$ cat src/rtl/irqres_pkg.sv
package irqres_pkg;

  // Compose a trap type from a group base and a level number.
  function automatic int unsigned make_trap_type(input int unsigned base,
                                                 input int unsigned lvl);
    return base | lvl;
  endfunction

  // Threshold bound: a pending mask below this value has nothing above thr.
  function automatic int unsigned thr_bound(input int unsigned thr);
    return 32'd2 << thr;
  endfunction

endpackage

$ cat src/rtl/irqres_pend_merge.sv
module irqres_pend_merge #(
  parameter int LVL_N   = 16,
  parameter int TMR0    = 0,
  parameter int TMR1    = 15,
  parameter int TMR_LVL = 14
) (
  input  logic [LVL_N-1:0] ext_lvl,
  input  logic [LVL_N-1:0] soft_int,
  output logic [LVL_N-1:0] pend,
  output logic             tmr_hit
);
  localparam logic [LVL_N-1:0] TMR_MASK =
    (LVL_N'(1) << TMR0) | (LVL_N'(1) << TMR1);

  logic [LVL_N-1:0] soft_clean;

  assign tmr_hit    = soft_int[TMR0] | soft_int[TMR1];
  assign soft_clean = soft_int & ~TMR_MASK;

  always_comb begin
    pend = ext_lvl | soft_clean;
    if (tmr_hit) pend[TMR_LVL] = 1'b1;
  end
endmodule

$ cat src/rtl/irqres_level_pick.sv
module irqres_level_pick #(
  parameter int LVL_N = 16,
  parameter int THR_W = 4,
  localparam int LW   = $clog2(LVL_N)
) (
  input  logic [LVL_N-1:0] pend,
  input  logic [THR_W-1:0] thr,
  output logic             below,
  output logic             found,
  output logic [LW-1:0]    lvl
);
  logic [LVL_N-1:0] elig;
  logic [LVL_N:0]   bound;

  assign bound = (LVL_N+1)'(irqres_pkg::thr_bound(32'(thr)));
  assign below = {1'b0, pend} < bound;

  for (genvar g = 0; g < LVL_N; g++) begin : g_elig
    assign elig[g] = pend[g] && (g > int'(thr));
  end

  always_comb begin
    found = 1'b0;
    lvl   = '0;
    for (int i = 0; i < LVL_N; i++) begin
      if (elig[i]) begin
        found = 1'b1;
        lvl   = LW'(i);
      end
    end
  end
endmodule

$ cat src/rtl/irqres_nest_guard.sv
module irqres_nest_guard #(
  parameter int TT_W = 9,
  parameter int TL_W = 3,
  parameter int GRP  = 'h40
) (
  input  logic [TL_W-1:0] trap_lvl,
  input  logic [TT_W-1:0] cur_tt,
  input  logic [TT_W-1:0] cand_tt,
  output logic            block
);
  localparam logic [TT_W-1:0] GRP_MASK = TT_W'('h1F0);
  localparam logic [TT_W-1:0] GRP_BASE = TT_W'(GRP);

  logic in_group;

  assign in_group = (cur_tt & GRP_MASK) == GRP_BASE;
  assign block    = (trap_lvl != '0) && in_group && (cur_tt > cand_tt);
endmodule

$ cat src/rtl/irq_level_arbiter.sv
module irq_level_arbiter #(
  parameter int LVL_N   = 16,
  parameter int THR_W   = 4,
  parameter int TL_W    = 3,
  parameter int TT_W    = 9,
  parameter int GRP     = 'h40,
  parameter int TMR0    = 0,
  parameter int TMR1    = 15,
  parameter int TMR_LVL = 14
) (
  input  logic             clk,
  input  logic             rst,
  input  logic [LVL_N-1:0] ext_lvl,
  input  logic [LVL_N-1:0] soft_int,
  input  logic [THR_W-1:0] pil_thr,
  input  logic             int_en,
  input  logic [TL_W-1:0]  trap_lvl,
  input  logic [TT_W-1:0]  cur_tt,
  input  logic             vec_busy,
  output logic             irq_req,
  output logic [TT_W-1:0]  irq_tt
);
  localparam int LW = $clog2(LVL_N);

  // named internal events
  logic [LVL_N-1:0] pend_mask;
  logic             tmr_hit;
  logic             below_thr;
  logic             pick_found;
  logic [LW-1:0]    pick_lvl;
  logic [TT_W-1:0]  cand_tt;
  logic             nest_block;
  logic             do_raise;
  logic             do_drop;

  logic             req_q, req_d;
  logic [TT_W-1:0]  tt_q, tt_d;

  irqres_pend_merge #(
    .LVL_N(LVL_N), .TMR0(TMR0), .TMR1(TMR1), .TMR_LVL(TMR_LVL)
  ) u_merge (
    .ext_lvl (ext_lvl),
    .soft_int(soft_int),
    .pend    (pend_mask),
    .tmr_hit (tmr_hit)
  );

  irqres_level_pick #(.LVL_N(LVL_N), .THR_W(THR_W)) u_pick (
    .pend (pend_mask),
    .thr  (pil_thr),
    .below(below_thr),
    .found(pick_found),
    .lvl  (pick_lvl)
  );

  assign cand_tt = TT_W'(irqres_pkg::make_trap_type(GRP, 32'(pick_lvl)));

  irqres_nest_guard #(.TT_W(TT_W), .TL_W(TL_W), .GRP(GRP)) u_guard (
    .trap_lvl(trap_lvl),
    .cur_tt  (cur_tt),
    .cand_tt (cand_tt),
    .block   (nest_block)
  );

  assign do_drop  = !vec_busy && req_q && (below_thr || !int_en);
  assign do_raise = !vec_busy && !below_thr && int_en && pick_found &&
                    !nest_block && (tt_q != cand_tt);

  always_comb begin
    req_d = req_q;
    tt_d  = tt_q;
    if (do_drop) begin
      req_d = 1'b0;
      tt_d  = '0;
    end else if (do_raise) begin
      req_d = 1'b1;
      tt_d  = cand_tt;
    end
  end

  always_ff @(posedge clk) begin
    if (rst) begin
      req_q <= 1'b0;
      tt_q  <= '0;
    end else begin
      req_q <= req_d;
      tt_q  <= tt_d;
    end
  end

  assign irq_req = req_q;
  assign irq_tt  = tt_q;
endmodule

$ cat config.mk
export PLATFORM = sky130hd
export DESIGN_NAME = irq_level_arbiter
export DESIGN_NICKNAME = d
export VERILOG_FILES = /design/src/rtl/irqres_pkg.sv /design/src/rtl/irqres_pend_merge.sv /design/src/rtl/irqres_level_pick.sv /design/src/rtl/irqres_nest_guard.sv /design/src/rtl/irq_level_arbiter.sv
export SDC_FILE = /design/constraint.sdc
export NUM_CORES = 1
export LEC_CHECK = 0
export ABC_AREA = 1
export BUFFER_PORTS_ARGS = -buffer_cell sky130_fd_sc_hd__clkbuf_2
export CAP_MARGIN = 30
export CORE_AREA = 2 2 53 55
export CTS_BUF_LIST = sky130_fd_sc_hd__clkbuf_4
export DETAILED_ROUTE_END_ITERATION = 10
export DIE_AREA = 0 0 55 57
export PLACE_DENSITY = 0.85
export SETUP_SLACK_MARGIN = 0.02
export SLEW_MARGIN = 20
export SYNTH_ARGS = -nofsm -noshare
export SYNTH_HDL_FRONTEND = slang
export SYNTH_SLANG_ARGS = --single-unit
$ cat constraint.sdc
create_clock -name clk -period 5.11 [get_ports clk]
set_input_delay 0.2555 -clock clk [delete_from_list [all_inputs] [get_ports clk]]
set_output_delay 0.2555 -clock clk [all_outputs]
set_load 0.01 [all_outputs]
# == After elaboration in Yosys (flattened, before gate mapping) ==
# Cells that the tools add are included.
# totals
register_bits,6
latchBits,0
ram_bits,0
mem_bits_ro,0
inputBits,52
out_inout_bits,10
wordCells,86
n_memories,0
# op_classes
addsub,0
n_mul,0
div_mod_pow,0
order_cmp,17
n_eq_ne,2
shifts,1
mux,31
n_bitwise,2
reduce_logical,31
# ops
operator,count
4-bit greater-than comparator (first input constant),8
4-bit 2-to-1 mux,8
1-bit logical AND,24
16-bit by 17-bit < comparator with 1-bit output,1
1-bit 2-to-1 mux,17
2-bit by 4-bit << shifter with 17-bit output (first input constant),1
3-bit by 4-bit greater-than comparator with 1-bit output (first input constant),4
16-bit by 15-bit bitwise OR with 16-bit output,1
3-bit 2-to-1 mux,4
9-bit by 7-bit greater-than comparator with 1-bit output,1
2-bit by 4-bit greater-than comparator with 1-bit output (first input constant),2
5-bit by 3-bit equality test with 1-bit output (second input constant),1
5-bit != test,1
1-bit by 4-bit greater-than comparator with 1-bit output (first input constant),1
1-bit logical NOT,4
2-bit 2-to-1 mux,2
3-bit nonzero test,1
2-bit OR reduction,1
1-bit logical OR,1
1-bit bitwise OR,1

# == Longest topological paths before layout ==
# Gate-level depths: netlist of run 1.
# logic_depth
ltp_word,22
mapped_depth,26
mapped_depth_nobuf,26

# == Cells and area by module ==
# From an unflattened synthesis of run 1, not the netlist that was laid out.
# unflattened
hier_cells,247
hier_area_um2,1445.1
# by_module_without_submodules
mod,n_inst,cells_each,area_each_um2,seq_area_each_um2
irqres_level_pick,1,125,691.9,0.0
irq_level_arbiter,1,52,337.8,100.1
irqres_nest_guard,1,51,304.0,0.0
irqres_pend_merge,1,19,111.4,0.0

# == Worst setup path before layout of run 1 ==
# OpenSTA, ideal clock, no wires.
# synth_timing
path_kind,input-to-reg
start,in pil_thr[1]
end,reg tt_q[0] (netlist: irq_tt[0])
setup_time_ns,0.116
arrival_time_ns,2.507
required_time_ns,4.994
slack_ns,2.487
stages,25
n_path_buf,0
cell_sequence,nor2_1 -> nand4_1 -> nand2_1 -> nand2_1 -> nand2_1 -> nand2_1 -> nand2_1 -> nand2_1 -> nand2_1 -> nand2_1 -> nand2_1 -> nand2_1 -> nand2_1 -> nand2_1 -> nand2_1 -> ha_1 -> o21bai_1 -> a21oi_1 -> nor2_1 -> o2111ai_1 -> nand3_1 -> nor2_1 -> nand3_1 -> o211ai_1 -> inv_1
# synth_between
elab_chain_len,22
elab_cells_between_ends,75
cone_classes,17 x order compare; 1 x eq/ne; 1 x shift; 30 x mux; 26 x reduce/logical
# synth_rtl
item,line_no,text
start: declaration,irq_level_arbiter.sv:15,"input logic [THR_W-1:0] pil_thr,"
1-bit by 4-bit greater-than comparator with 1-bit output,irqres_level_pick.sv:19,assign elig[g] = pend[g] && (g > int'(thr));
1-bit logical AND,irqres_level_pick.sv:19,
1-bit 2-to-1 mux,irqres_level_pick.sv:26,if (elig[i]) begin
2-bit 2-to-1 mux (2 in a row),irqres_level_pick.sv:26,
3-bit 2-to-1 mux (4 in a row),irqres_level_pick.sv:26,
4-bit 2-to-1 mux (7 in a row),irqres_level_pick.sv:26,
4-bit 2-to-1 mux *,irqres_level_pick.sv:26,
net pick_lvl[0],irq_level_arbiter.sv:30,logic [LW-1:0] pick_lvl;
9-bit by 7-bit greater-than comparator with 1-bit output,irqres_nest_guard.sv:17,assign block = (trap_lvl != '0) && in_group && (cur_tt > cand_tt);
1-bit logical AND,irqres_nest_guard.sv:17,
1-bit logical NOT,irq_level_arbiter.sv:67,!nest_block && (tt_q != cand_tt);
1-bit logical AND,irq_level_arbiter.sv:66,assign do_raise = !vec_busy && !below_thr && int_en && pick_found &&
1-bit logical AND,irq_level_arbiter.sv:67,
end signal: assignment,irq_level_arbiter.sv:87,tt_q <= tt_d;
end: declaration,irq_level_arbiter.sv:37,"logic [TT_W-1:0] tt_q, tt_d;"
# Mark *: on every way through the listed nets, which the timed path passes. The rest lies on a longest branch.
# A chain may end at the register's enable or synchronous reset.

# == Worst setup path after layout of run 1 ==
# Same ends and word-level chain as after synthesis.

==> results of run 1 <==
metal layers:
metal  wire length (um)  global-route usage (%)
met5                  0                       0
met2               1350                    32.8
met3                222                    4.45
met1               1240                    23.7
met4                  9                    4.18
state kept, by name, summed over array words and instances, names as in the netlist:
name	flops
irq_req	1
irq_tt	4
through the flow:
stage | hold WS, ns | utilization [%] | std cells
6_report | 0.303 | 60.2 | 296
5_1_grt | 0.334 | 60.2 | 296
4_1_cts | 0.303 | 60.2 | 296
3_5_place_dp | 0.532 | 59.1 | 292
3_3_place_gp | 0.523 | 59.1 | 292
2_1_floorplan | 0.450 | - | 210
worst max-delay path: stages:
cell       delay [ns]
clkbuf_2         0.12
nor2_1           0.43
nand4_1          0.15
nand2_1          0.08
nand2_1          0.05
nand2_1          0.06
nand2_1          0.05
nand2_1          0.05
nand2_1          0.05
nand2_1          0.05
nand2_1          0.04
nand2_1          0.06
nand2_1          0.05
nand2_1          0.06
nand2_1          0.08
nand2_1          0.11
ha_1             0.15
o21bai_1         0.07
a21oi_1          0.13
nor2_1           0.05
o2111ai_1        0.22
nand3_1          0.10
nor2_1           0.43
nand3_1          0.14
o211ai_1         0.13
inv_1            0.05
power breakdown:
part	internal (mW)	switching (mW)	total, mW	leakage [nW]
clock	0.0350	0.0193	0.0543	0.0184
sequential	0.0421	0.00309	0.0452	0.0411
combinational	0.0443	0.0548	0.0991	0.796
total	0.121	0.0771	0.199	0.855
layout make-up:
class	instances	area [um^2]	share of cell area [%]
Inverter	23	87.6	5.56
Timing Repair Buffer	56	280	17.8
Tap cell	31	38.8	2.46
Sequential cell	5	100	6.35
Clock buffer	4	30.0	1.91
Multi-Input combinational cell	177	1040	65.9
cells by family (layout without fill, tap and decap cells):
kind of cell | count (synthesis) | after routing | synth area share (%)
simple gates | 127 | 127 | 49.1
flops | 5 | 5 | 7.99
fa+ha+maj | 19 | 19 | 19.0
xor+xnor | 1 | 1 | 0.699
other cells | 1 | 4 | 0.299
buf+inv | 28 | 83 | 9.99
compound gates | 26 | 26 | 13.0
cell usage after synthesis (5+ instances only):
cell | number | area, um^2
nand2_1 | 59 | 221
inv_1 | 19 | 71.3
buf_4 | 5 | 37.5
nand3_1 | 13 | 65.1
nor2_1 | 19 | 71.3
or2_2 | 10 | 62.6
a21oi_1 | 11 | 55.1
dfxtp_1 | 5 | 100
nor2_2 | 5 | 31.3
nand2_2 | 5 | 31.3
ha_1 | 19 | 238
worst max-delay path by stage:
stage	startpoint	endpoint	slack, ns	cells past startpoint
after floorplan	pil_thr[1]	irq_tt[0]	2.49	25
after global placement	pil_thr[1]	irq_tt[0]	1.84	26
after detailed placement	pil_thr[1]	irq_tt[0]	1.84	26
after CTS	pil_thr[1]	irq_tt[0]	2.09	26
after global routing	pil_thr[1]	irq_tt[0]	1.68	26
final	pil_thr[1]	irq_tt[0]	2.05	26
==> run summary, run 1 <==
Along the worst hold path, the cell count comes to 4. The share of flip-flops with an asynchronous set or reset came out at 0%. The clock latency of the later-clocked register in the worst-skew pair came out at 0.26 ns. The setup TNS is 0 ns, and the number of cells on the worst reg-to-reg path is 7. Setup slack on the worst reg-to-reg path comes out at 3.86 ns. The tools report the final-report hold violation count as 0. The tools report the clock root buffer as clkbuf_4. The endpoint of the worst-slack reg-to-reg timing path is irq_tt[2]. The routed layout has 1,494 vias. At the pin with the least slew margin, the transition time is 0.523 ns.

The logs give 0 for the number of slew-limit violations in the final report and 199 uW for the sum of internal, switching and leakage power. Clock skew on the completed layout was measured at 0.00608 ns. The number of hold buffers added after CTS was 0.

For this design the static power due to leakage is 0.855 nW. Beginning of the worst hold path: rst. The run gives 0 as the initial antenna violation count.

The floorplan step defined a core boundary enclosing 2620 um^2. Clock-pin slew was measured on the worst setup and hold paths at 0.05 ns. In this run the deepest clock path goes through 2 buffers. Number of filler instances in the final layout: 288. In the routed design, unresolved DRC markers number 0. After synthesis, flip-flops and latches occupy 7.99% of the total area.

The worst path meets setup with 2.05 ns of slack. After the first detailed-routing iteration, the DRC count stood at 32. The cell count after synthesis came out at 207.

The shortest clock period the worst path allows after layout was 3.06 ns; the placement-stage cell area was 1550 um^2. The part of the cycle the worst path needs was 60.0%; the worst path required time was 5.26 ns. The initial utilization of the core area, before any placement, comes to 47.9%. Global-route wire length before repair: 4600 um. For the clock sink count, the log shows 5. Headroom to the max-slew limit came out at 65.0%. The routed length per placed instance was 9.52 um; the post-synthesis instance area was 1250 um^2. The run gives 0 as the synthesis warning total. The detail route stage leaves a number of antenna-violating nets equal to 0. TritonCTS built the clock tree. The tools report the reported max-cap violation count as 0. The worst hold path endpoint is irq_tt[1].

From left edge to right edge, the die measures 55 um. Via count of the first global-routing pass: 1,259. Static timing analysis puts the maximum clock frequency at 0.326 GHz. IR analysis of the VDD net gives a maximum drop of 141 uV. Pin placement for this block handled 62 I/O pins. For this block, the routed nets add up to 2820 um of wire. For the number of diodes added for antenna fixing, the log shows 0. The startpoint identified for the worst register-to-register timing path is irq_tt[3].

The number of register bits inferred by synthesis came out at 5. Global routing used 19.1% of the available tracks. Counting flops with a built-in enable in the synthesized netlist gives 0. The flow ran to the end, and the final reports show no timing, DRC or antenna violations. The number of cell rows was 19. The count of endpoints failing setup in the final report is 0. Leaving out fill and tap cells, the most frequent cell in the layout is nand2_1. Critical setup path kind: in2reg.

Total setup buffers inserted after CTS: 0. The signal arrival time at the worst endpoint was 3.21 ns; the area of the die was 3140 um^2. For the first-pass detailed-route iteration total, the log shows 4.

The tightest min-delay check is of the in2reg type. The number of buffers created by CTS came out at 3. The category of the worst setup path capture point is a flop. The post-synthesis average cell area is 6.05 um^2, and the fraction of layout instances using a drive strength above 1 is 35.1%. The most used flip-flop cell after synthesis was dfxtp_1.

In this run, distinct cell masters in the synthesized netlist total 32. For the placer's final routability congestion estimate, the log shows 0.857. The H-tree depth reported by CTS was 1; the largest fanout on the critical path was 9.

The HPWL after detailed placement is 2550 um. Final net count: 337. The tools report the startpoint type of the worst setup path as an input port.

OpenSTA, run right after detailed placement, puts the worst setup slack at 1.84 ns. The number of buffers inserted by port buffering was 56; the post-CTS resize count was 0. The run gives 1580 um^2 as the cell area after layout.

Setup repair after global routing left no endpoint under its margin. After detailed routing, the number of vias per cell comes to 5.05. For this design the ratio of total power to cell area is 126 nW/um^2. The relative area change from synthesis to final layout is 25.8%. Leaving out fill and tap cells, the most frequent cells in the layout are nand2_1 (59), clkbuf_2 (56), inv_1 (19), nor2_1 (19), ha_1 (19). After global routing the overflow that remains totals 0. The run gives 10 as the maximum number of pins on one net before global-route repair.

The die height came out at 57 um.
Note: power is estimated with default switching activity, not from simulation.
==> run 2, diff against run 1 <==
--- a/config.mk
+++ b/config.mk
@@ -8,11 +8,11 @@
 export ABC_AREA = 1
 export BUFFER_PORTS_ARGS = -buffer_cell sky130_fd_sc_hd__clkbuf_2
 export CAP_MARGIN = 30
-export CORE_AREA = 2 2 53 55
+export CORE_AREA = 2 2 57 59
 export CTS_BUF_LIST = sky130_fd_sc_hd__clkbuf_4
 export DETAILED_ROUTE_END_ITERATION = 10
-export DIE_AREA = 0 0 55 57
-export PLACE_DENSITY = 0.85
+export DIE_AREA = 0 0 59 61
+export PLACE_DENSITY = 0.77
 export SETUP_SLACK_MARGIN = 0.02
 export SLEW_MARGIN = 20
 export SYNTH_ARGS = -nofsm -noshare
==> constraint.sdc (replaced) <==
create_clock -name clk -period 2.6 [get_ports clk]
set_input_delay 0.13 -clock clk [delete_from_list [all_inputs] [get_ports clk]]
set_output_delay 0.13 -clock clk [all_outputs]
set_load 0.01 [all_outputs]
==> run 2 against run 1 <==
Against the previous run:
- core utilization rose by 0.82 points
- die area rose by 15%
- largest power group unchanged
- clock skew fell by 0.0016 ns
- register-to-register slack got worse by 2.5 ns
- critical endpoint unchanged
- power rose by 110%
- count of clock-buffer cells in the layout did not move
- via count rose by 6.5%
- cell area rose by 14%
- cell count rose by 8.8%
- wire length rose by 15%
- global-route usage fell by 0.89 points
==> run summary, run 2 (synthesized netlist as in run 1, its figures left out) <==
The tools report the leakage power as 0.976 nW (+14%). The die height is 61 um (+7.0%). The run gives 0.00445 ns (-0.00162 ns) as the setup skew after layout. The flip-flop count of the largest register, all copies and words added was 4 (unchanged). The cell area after layout was 1800 um^2 (+14%); the initial core utilization was 42.4% (-5.5 points). For the clock latency of the later-clocked register in the worst-skew pair, the log shows 0.24 ns (-0.02 ns). Slowest cell on the critical path: o2111ai_2. The placement-stage cell area is 1710 um^2 (+10%), and the total placed cells including tap cells is 315 (+7.9%). Leaving out fill and tap cells, the most frequent cells in the layout are nand2_1 (57), clkbuf_2 (56), buf_4 (23), ha_1 (19), inv_1 (17).

The residual overflow from global routing came out at 0 (unchanged). The part of the cycle the worst path needs is 90.9%. The run finished with clean final reports.

TritonCTS built the clock tree. The routed design could run at a clock period as short as 2.36 ns. The number of slew-limit violations in the final report came out at 0 (unchanged). Class of the tightest hold or removal check: in2reg. For the area of the die, the log shows 3600 um^2 (+15%).

The total via count after detailed routing was 1,591 (+6.5%); the clock slew at the register clock pins of the worst setup and hold paths was 0.04 ns (about the same). The tools report the global-route wire length before repair as 5230 um (+14%). The placer's final routability congestion estimate came out at 0.862 (+0.63%).

The startpoint type of the worst setup path was an input port. The post-detailed-routing wire length is 3240 um (+15%), and the overall die width is 59 um (+7.3%). The maximum number of pins on one net before global-route repair is 10 (unchanged), and the sequential share of power is 21.0% (-1.8 points). The routed length per placed instance is 10.0 um (+5.6%).

The run gives 0.423 GHz as the maximum clock rate. The most common cell after layout, fill and taps aside was nand2_1. The detailed placer's ending HPWL was 2800 um (+9.7%); the combinational share of power was 55.3% (+5.4 points). The core box area came out at 2950 um^2 (+13%). The largest fanout on the critical path works out to 9 (unchanged). Worst path required time: 2.74 ns (-2.52 ns). The first-iteration detailed-routing DRC count is 33 (+3.1%), and the number of buffers inserted by port buffering is 56 (unchanged). For the peak supply drop, the log shows 262 uV (+86%). The tools report the initial antenna violation count as 0 (unchanged). The logs give 18.2% (-0.89 points) for the total routing resource utilization after global routing and 0 (unchanged) for the final-report hold violation count. Critical setup path kind: in2reg. The total I/O pin count is 62 (unchanged), and the switching share of total power is 37.6% (-1.2 points). The switching power was 159 uW (+110%). First-pass detailed-route iteration total: 4 (unchanged). The number of buffers created by CTS is 3 (unchanged), and the sum of internal, switching and leakage power is 423 uW (+110%).

The count of endpoints failing setup in the final report is 0 (unchanged). The cell-internal power is 264 uW (+120%). Dominant cell type by count on the critical path: nand2_1. The H-tree depth reported by CTS was 1 (unchanged); the detail-routed via count per cell was 4.94 (-2.1%). The total of hold buffers inserted after clock tree synthesis came out at 0 (unchanged). The power density normalized to cell area came out at 234 nW/um^2 (+86%).

The tools report the number of cell rows as 20 (+1). The via count of the first global-routing pass was 1,422 (+13%); the relative area change from synthesis to final layout was 44.0%. The tools report the share of power burned in the clock network as 23.7% (-3.6 points). The largest stage delay on the critical path is 0.19 ns (-0.24 ns). The fraction of layout instances using a drive strength above 1 is 43.9% (+8.9 points), and the number of routed nets with antenna violations is 0 (unchanged). The clock sink count was 5 (unchanged). The final net count was 361 (+7.1%); the buffer and inverter count on the worst path was 4 (+2). Gate family responsible for the most delay along the worst path: simple AND/OR/NAND/NOR gates.

The run gives 0 (unchanged) as the total DRC errors in the routed layout. Number of buffers between clock root and the deepest sink: 2 (unchanged). Signal arrival time at the worst endpoint: 2.50 ns (-0.71 ns). The number of standard cells in the final layout excluding fillers is 322 (+8.8%). The reported max-cap violation count came out at 0 (unchanged). The category of the worst setup path capture point is a flop. The clock root buffer was clkbuf_4.

The tools report the number of diodes added for antenna fixing as 0 (unchanged).
==> run 2: metrics by stage <==
step / hold WS, ns / util, % / worst slack (ns) / setup TNS, ns
2_1_floorplan: 0.325 / - / 0.102 / 0
4_1_cts: 0.188 / 58.8 / 0.131 / 0
6_report: 0.210 / 61.1 / 0.238 / 0
3_3_place_gp: 0.443 / 57.8 / -0.0907 / -0.244
5_1_grt: 0.215 / 61.1 / -0.0217 / -0.0217
3_5_place_dp: 0.448 / 57.8 / -0.126 / -0.391
==> run 2: what timing repair did <==
| item | in CTS | in global routing |
|---|---|---|
| setup buffers | 0 | 3 |
| resized for setup | 0 | 14 |
| setup endpoints to repair | 0 | 5 |
==> run 2: final timing paths <==
| path | from | end | slack [ns] | depth (start not counted) |
|---|---|---|---|---|
| hold reg to reg | irq_tt[3] | irq_tt[3] | 0.52 | 2 |
| hold / removal | rst | irq_tt[1] | 0.21 | 4 |
| setup / recovery | pil_thr[0] | irq_tt[0] | 0.24 | 28 |
| setup reg to reg | irq_req | irq_tt[1] | 1.33 | 7 |
==> run 2: metal layers <==
layer  up-vias  part of all wire, %  GRT usage (%)
met3         0                  5.5           3.41
met1       698                   43           21.2
met4         0                    0              0
li1        851                    -              -
met5         -                    0              0
met2        42                   52           36.3
==> run 2: area by class of cell <==
type | count | area, um^2
fillers | 295 | 1150
well taps | 33 | 41.3
inverters | 23 | 87.6
repair buffers | 80 | 464
flip-flops and latches | 5 | 100
multi-input cells | 177 | 1080
clock buffers | 4 | 30.0
==> run 2: power by group through the flow <==
stage	Combinational, mW	Sequential, mW	Clock (mW)
6_report	0.234	0.0887	0.100
4_1_cts	0.222	0.0886	0.104
5_1_grt	0.266	0.0893	0.111
3_3_place_gp	0.216	0.0898	0
3_5_place_dp	0.221	0.0899	0
2_1_floorplan	0.130	0.0919	0
==> run 2: worst register-to-register path, stage by stage, from the launching register on <==
cell     delay, ns
dfxtp_1       0.38
nand2_1       0.08
nor3_2        0.17
nand2_1       0.09
nor2_2        0.10
nand3_2       0.13
a21oi_1       0.16
nor2_1        0.06
